===== config.mk =====
export PLATFORM = sky130hd
export DESIGN_NAME = cpu_status_reg
export DESIGN_NICKNAME = d
export VERILOG_FILES = /design/src/rtl/status_pkg.sv /design/src/rtl/status_alu_eval.sv /design/src/rtl/status_flag_cell.sv /design/src/rtl/status_push_fmt.sv /design/src/rtl/cpu_status_reg.sv
export SDC_FILE = /design/constraint.sdc
export NUM_CORES = 1
export LEC_CHECK = 0
export BUFFER_PORTS_ARGS = -buffer_cell sky130_fd_sc_hd__buf_4
export CAP_MARGIN = 20
export CORE_AREA = 2 2 39 41
export DETAILED_ROUTE_END_ITERATION = 6
export DIE_AREA = 0 0 41 43
export PLACE_DENSITY = 0.81
export SETUP_SLACK_MARGIN = 0.5
export SLEW_MARGIN = 20
export SYNTH_ARGS = -nofsm -noshare
export SYNTH_HDL_FRONTEND = slang
export SYNTH_SLANG_ARGS = --single-unit

===== constraint.sdc =====
create_clock -name clk_i -period 2.5 [get_ports clk_i]
set_clock_uncertainty 0.1 [all_clocks]
set_input_delay 0.5 -clock clk_i [delete_from_list [all_inputs] [get_ports clk_i]]
set_output_delay 0.5 -clock clk_i [all_outputs]
set_load 0.01 [all_outputs]

===== src/rtl/status_pkg.sv =====
package status_pkg;
  localparam int STAT_W  = 8;
  localparam int POS_C   = 0;
  localparam int POS_Z   = 1;
  localparam int POS_I   = 2;
  localparam int POS_D   = 3;
  localparam int POS_SRC = 4;
  localparam int POS_ONE = 5;
  localparam int POS_V   = 6;
  localparam int POS_N   = 7;

  typedef enum logic [1:0] {
    SRC_PHP = 2'b00,
    SRC_BRK = 2'b01,
    SRC_IRQ = 2'b10,
    SRC_NMI = 2'b11
  } push_src_e;

  typedef struct packed {
    logic n;
    logic v;
    logic d;
    logic i;
    logic z;
    logic c;
  } flags_t;
endpackage


===== src/rtl/status_alu_eval.sv =====
module status_alu_eval #(
  parameter int DATA_W = 8
) (
  input  logic [DATA_W-1:0] result_i,
  input  logic              carry_i,
  input  logic              ovf_i,
  input  logic              bit_op_i,
  output logic              alu_n_o,
  output logic              alu_z_o,
  output logic              alu_c_o,
  output logic              alu_v_o
);
  localparam int MSB = DATA_W - 1;
  localparam int SUB = DATA_W - 2;

  always_comb begin
    alu_n_o = result_i[MSB];
    alu_z_o = ~|result_i;
    alu_c_o = carry_i;
    // bit test copies operand bit 6 into V
    alu_v_o = bit_op_i ? result_i[SUB] : ovf_i;
  end
endmodule


===== src/rtl/status_flag_cell.sv =====
module status_flag_cell #(
  parameter bit RST_VAL = 1'b0,
  parameter bit HAS_SET = 1'b1,
  parameter bit HAS_CLR = 1'b1,
  parameter bit HAS_UPD = 1'b1
) (
  input  logic clk_i,
  input  logic rst_ni,
  input  logic pull_i,
  input  logic pull_bit_i,
  input  logic set_i,
  input  logic clr_i,
  input  logic upd_i,
  input  logic upd_val_i,
  output logic q_o
);
  logic q_d, q_q;

  // priority: pull > set > clear > update
  always_comb begin
    q_d = q_q;
    if (HAS_UPD && upd_i) q_d = upd_val_i;
    if (HAS_CLR && clr_i) q_d = 1'b0;
    if (HAS_SET && set_i) q_d = 1'b1;
    if (pull_i)           q_d = pull_bit_i;
  end

  always_ff @(posedge clk_i or negedge rst_ni) begin
    if (!rst_ni) q_q <= RST_VAL;
    else         q_q <= q_d;
  end

  assign q_o = q_q;

  AST_PULL_LOADS: assert property (@(posedge clk_i) disable iff (!rst_ni)
    pull_i |=> q_o == $past(pull_bit_i));

  AST_IDLE_HOLDS: assert property (@(posedge clk_i) disable iff (!rst_ni)
    (!pull_i && !(HAS_SET && set_i) && !(HAS_CLR && clr_i) && !(HAS_UPD && upd_i))
      |=> $stable(q_o));

  AST_SET_WINS: assert property (@(posedge clk_i) disable iff (!rst_ni)
    (HAS_SET && set_i && !pull_i) |=> q_o);
endmodule


===== src/rtl/status_push_fmt.sv =====
module status_push_fmt
  import status_pkg::*;
(
  input  flags_t            flags_i,
  input  push_src_e         src_i,
  output logic [STAT_W-1:0] byte_o
);
  logic from_instr;

  assign from_instr = (src_i == SRC_PHP) || (src_i == SRC_BRK);

  always_comb begin
    byte_o          = '0;
    byte_o[POS_C]   = flags_i.c;
    byte_o[POS_Z]   = flags_i.z;
    byte_o[POS_I]   = flags_i.i;
    byte_o[POS_D]   = flags_i.d;
    byte_o[POS_SRC] = from_instr;
    byte_o[POS_ONE] = 1'b1;
    byte_o[POS_V]   = flags_i.v;
    byte_o[POS_N]   = flags_i.n;
  end
endmodule


===== src/rtl/cpu_status_reg.sv =====
module cpu_status_reg
  import status_pkg::*;
(
  input  logic              clk_i,
  input  logic              rst_ni,
  input  logic [STAT_W-1:0] result_i,
  input  logic              carry_i,
  input  logic              ovf_i,
  input  logic              bit_op_i,
  input  logic              upd_n_i,
  input  logic              upd_z_i,
  input  logic              upd_c_i,
  input  logic              upd_v_i,
  input  logic              set_c_i,
  input  logic              clr_c_i,
  input  logic              set_i_i,
  input  logic              clr_i_i,
  input  logic              set_d_i,
  input  logic              clr_d_i,
  input  logic              clr_v_i,
  input  logic              push_i,
  input  logic [1:0]        push_src_i,
  input  logic              pull_i,
  input  logic [STAT_W-1:0] pull_data_i,
  output logic              c_o,
  output logic              z_o,
  output logic              i_o,
  output logic              d_o,
  output logic              v_o,
  output logic              n_o,
  output logic              irq_masked_o,
  output logic [STAT_W-1:0] push_byte_o
);
  localparam int NFLAGS = 6;

  // per-flag bank description, index order n,v,d,i,z,c (MSB first)
  localparam bit [NFLAGS-1:0] RST_VEC = 6'b000100;
  localparam bit [NFLAGS-1:0] SET_VEC = 6'b001101;
  localparam bit [NFLAGS-1:0] CLR_VEC = 6'b011101;
  localparam bit [NFLAGS-1:0] UPD_VEC = 6'b110011;
  localparam int              POS_TAB [NFLAGS] = '{POS_C, POS_Z, POS_I, POS_D, POS_V, POS_N};

  push_src_e           src;
  logic                alu_n, alu_z, alu_c, alu_v;
  logic                intr_entry;
  logic [NFLAGS-1:0]   set_vec, clr_vec, upd_vec, upd_val, pull_vec, q_vec;
  flags_t              flags;

  assign src        = push_src_e'(push_src_i);
  assign intr_entry = push_i && (src != SRC_PHP);

  status_alu_eval #(.DATA_W(STAT_W)) u_alu_eval (
    .result_i (result_i),
    .carry_i  (carry_i),
    .ovf_i    (ovf_i),
    .bit_op_i (bit_op_i),
    .alu_n_o  (alu_n),
    .alu_z_o  (alu_z),
    .alu_c_o  (alu_c),
    .alu_v_o  (alu_v)
  );

  always_comb begin
    set_vec = {1'b0,  1'b0,    set_d_i, set_i_i | intr_entry, 1'b0,    set_c_i};
    clr_vec = {1'b0,  clr_v_i, clr_d_i, clr_i_i,              1'b0,    clr_c_i};
    upd_vec = {upd_n_i, upd_v_i, 1'b0,  1'b0,                 upd_z_i, upd_c_i};
    upd_val = {alu_n, alu_v,   1'b0,    1'b0,                 alu_z,   alu_c};
  end

  for (genvar g = 0; g < NFLAGS; g++) begin : g_flag
    assign pull_vec[g] = pull_data_i[POS_TAB[g]];
    status_flag_cell #(
      .RST_VAL (RST_VEC[g]),
      .HAS_SET (SET_VEC[g]),
      .HAS_CLR (CLR_VEC[g]),
      .HAS_UPD (UPD_VEC[g])
    ) u_cell (
      .clk_i      (clk_i),
      .rst_ni     (rst_ni),
      .pull_i     (pull_i),
      .pull_bit_i (pull_vec[g]),
      .set_i      (set_vec[g]),
      .clr_i      (clr_vec[g]),
      .upd_i      (upd_vec[g]),
      .upd_val_i  (upd_val[g]),
      .q_o        (q_vec[g])
    );
  end

  assign flags = flags_t'(q_vec);

  status_push_fmt u_push_fmt (
    .flags_i (flags),
    .src_i   (src),
    .byte_o  (push_byte_o)
  );

  assign c_o          = flags.c;
  assign z_o          = flags.z;
  assign i_o          = flags.i;
  assign d_o          = flags.d;
  assign v_o          = flags.v;
  assign n_o          = flags.n;
  assign irq_masked_o = flags.i;

  AST_INTR_SETS_MASK: assert property (@(posedge clk_i) disable iff (!rst_ni)
    (push_i && push_src_i != 2'b00 && !pull_i) |=> i_o);

  AST_PLAIN_PUSH_KEEPS_MASK: assert property (@(posedge clk_i) disable iff (!rst_ni)
    (push_i && push_src_i == 2'b00 && !pull_i && !set_i_i && !clr_i_i) |=> $stable(i_o));

  AST_ZERO_DETECT: assert property (@(posedge clk_i) disable iff (!rst_ni)
    (upd_z_i && !pull_i) |=> z_o == ($past(result_i) == '0));

  AST_BIT_TEST_V: assert property (@(posedge clk_i) disable iff (!rst_ni)
    (upd_v_i && bit_op_i && !clr_v_i && !pull_i) |=> v_o == $past(result_i[6]));

  AST_DECIMAL_ISOLATED: assert property (@(posedge clk_i) disable iff (!rst_ni)
    (!pull_i && !set_d_i && !clr_d_i) |=> $stable(d_o));

  AST_MASK_FALLS_ONLY_ON_CMD: assert property (@(posedge clk_i) disable iff (!rst_ni)
    $fell(i_o) |-> ($past(pull_i) || $past(clr_i_i)));
endmodule


==> reports/results.tsv <==
metric	value	unit
rsz0062_at_grt	no	
synth_cell_types	20	
insertedDiodeCount	0	
netlist_area	394	um^2
path_cells	buf_4	
yosysWarnings	0	
min_path_type	primary input to flip-flop	
status	finished, final reports clean	
grt_pass1_vias	422	
endpoint_kind	output port	
rows	14	
fin_crit_sh	60.0	%
largest_reg_flops	6	
max_freq	666	MHz
grt_usage	13.5	%
syn2layout_area_growth	85.4	%
worst-path-buf-inv	1	
grt_overflow	0	
place_ws	1.10	ns
fin_crit	1.50	ns
cp.arrival	0.90	ns
antenna_found_initial	0	
required	1.90	ns
synthesis.nets	79	
critical_path_class	flip-flop to output port	
cts.sinks	6	
layout_common_cells	buf_4 (47), dfrtp_1 (5), inv_1 (4)	
ios	51	
htree_num_levels	1	
regArea	151	um^2
finalSetupViolCount	0	
crit_path_start_kind	flip-flop	
clkLatencyLatePin	0.24	ns
grt_max_degree	13	
routed_wl	1090	um
drv_slew	0	
multi_input_area	155	um^2
layout-drive-gt1-share	61.2	%
synth-seq-cells	6	
gp_congestion	0.616	
dieHeight	43	um
drtIter0Drc	2	
clk_pin_slew_worst_paths	0.05	ns
design.die.area	0.00176	mm^2
die_w	41	um
synth_top_area_share	31.7	%
nNetsFinal	122	
finalCoreUtilization	52.8	%
synthCells	43	
core_area	0.00138	mm^2
synth_seq_area_share	38.4	%
synthTopCellsByArea	dfrtp_1 (32%), buf_4 (17%), mux2i_1 (7.6%), dfstp_2 (6.7%), a21oi_1 (3.8%)	
irDropWorstVdd	0.279	mV
syn_area_per_cell	9.17	um^2
drcViolationCount	0	
post-cts-setup-buffer-count	0	
hold_viol	0	
io_buffers	47	
crit_fanout	4	
initial_core_util	28.5	%
grt_pass1_wl	1580	um
power_leakage	0.398	nW
worst_path_max_delay_cell	dfstp_2	
ant_nets	0	
max_stage_delay	0.54	ns
post-dp-hpwl	929	um
path_delay_family	flip-flops	
cts_buffer_depth	2	
cts-root-buf	clkbuf_4	
layout_commonest_cell	buf_4	
power.density	423	mW/mm^2
layout_setup_ws	0.999	ns
wire_per_inst	10.8	um
cap_viol_max_count	0	
finalSetupTns	0	ns
cts_tree	yes	
num-fill-cells	141	
dr.pass1.iters	2	
vias_per_cell	4.35	
yosys.area.top_type	dfrtp_1	
cts_buffers	3	
via_count	439	
p_total	0.309	mW
post_cts_resized	0	
[per-layer routing]
layer / vias to the layer above / part of all wire [%] / track usage (%)
met3: 0 / 9.1 / 5.24
met2: 26 / 54 / 22.5
met4: 0 / 0 / 7.33
met1: 191 / 37 / 13.3
met5: - / 0 / 0
li1: 222 / - / -
[per-stage QoR]
step | cell area (um^2) | hold slack [ns] | instances
final | 731 | 0.364 | 101
after global routing | 731 | 0.357 | 101
after CTS | 731 | 0.360 | 101
after detailed placement | 694 | 0.214 | 96
after global placement | 694 | 0.214 | 96
after floorplan | 394 | 0.104 | 43
[final timing paths]
| kind | from | slack [ns] | endpoint | cells past startpoint |
|---|---|---|---|---|
| setup / recovery | g_flag[2].u_cell.q_o$_DFFE_PN1P_ | 1.0 | irq_masked_o | 1 |
| hold / removal | pull_data_i[7] | 0.36 | g_flag[5].u_cell.q_o$_DFFE_PN0P_ | 3 |
| setup reg to reg | g_flag[0].u_cell.q_o$_DFFE_PN0P_ | 1.44 | g_flag[0].u_cell.q_o$_DFFE_PN0P_ | 3 |
| hold reg to reg | g_flag[3].u_cell.q_o$_DFFE_PN0P_ | 0.49 | g_flag[3].u_cell.q_o$_DFFE_PN0P_ | 2 |
| max in group asynchronous | rst_ni | 1.59 | g_flag[2].u_cell.q_o$_DFFE_PN1P_ | 2 |
| min in group asynchronous | rst_ni | 0.50 | g_flag[0].u_cell.q_o$_DFFE_PN0P_ | 2 |
[cells in the mapped netlist]
library cell  n
buf_4         9
a2111oi_0     1
o21bai_1      1
o21a_1        1
mux2_2        1
dfstp_2       1
conb_1        1
buf_2         1
dfrtp_1       5
nand4b_1      1
a2111oi_1     1
mux2i_1       3
inv_1         4
o21ai_0       2
a21o_1        1
nand2_1       3
nor4_1        2
a21oi_1       3
nor3b_1       1
nor2_1        1
[layout make-up]
| class | count | share of cell area, % |
|---|---|---|
| inverter | 4 | 2.05 |
| clock buffer | 4 | 3.60 |
| sequential | 6 | 20.7 |
| tap | 16 | 2.74 |
| multi-input combinational | 23 | 21.2 |
| timing repair buffer | 48 | 49.7 |
[power breakdown]
| part | switching [mW] | internal (mW) | leakage, nW |
|---|---|---|---|
| Clock | 0.0352 | 0.0605 | 0.0150 |
| Combinational | 0.0350 | 0.0654 | 0.312 |
| Sequential | 0.00624 | 0.107 | 0.0707 |
[cells by family (layout without fill, tap and decap cells)]
kind of cell | after synthesis | in the layout | share of synthesized area, %
and+or+nand+nor | 8 | 8 | 11.1
muxes | 4 | 4 | 10.5
DFF | 6 | 6 | 38.4
buffers and inverters | 14 | 56 | 22.2
AOI/OAI and AO/OA | 10 | 10 | 16.8
other | 1 | 1 | 0.951
[repair_timing]
action	in CTS	in global routing
setup endpoints to repair	0	0
hold buffers	1	0
endpoints found under the hold margin	5	0
No activity file was read; power rests on OpenSTA's default activity.
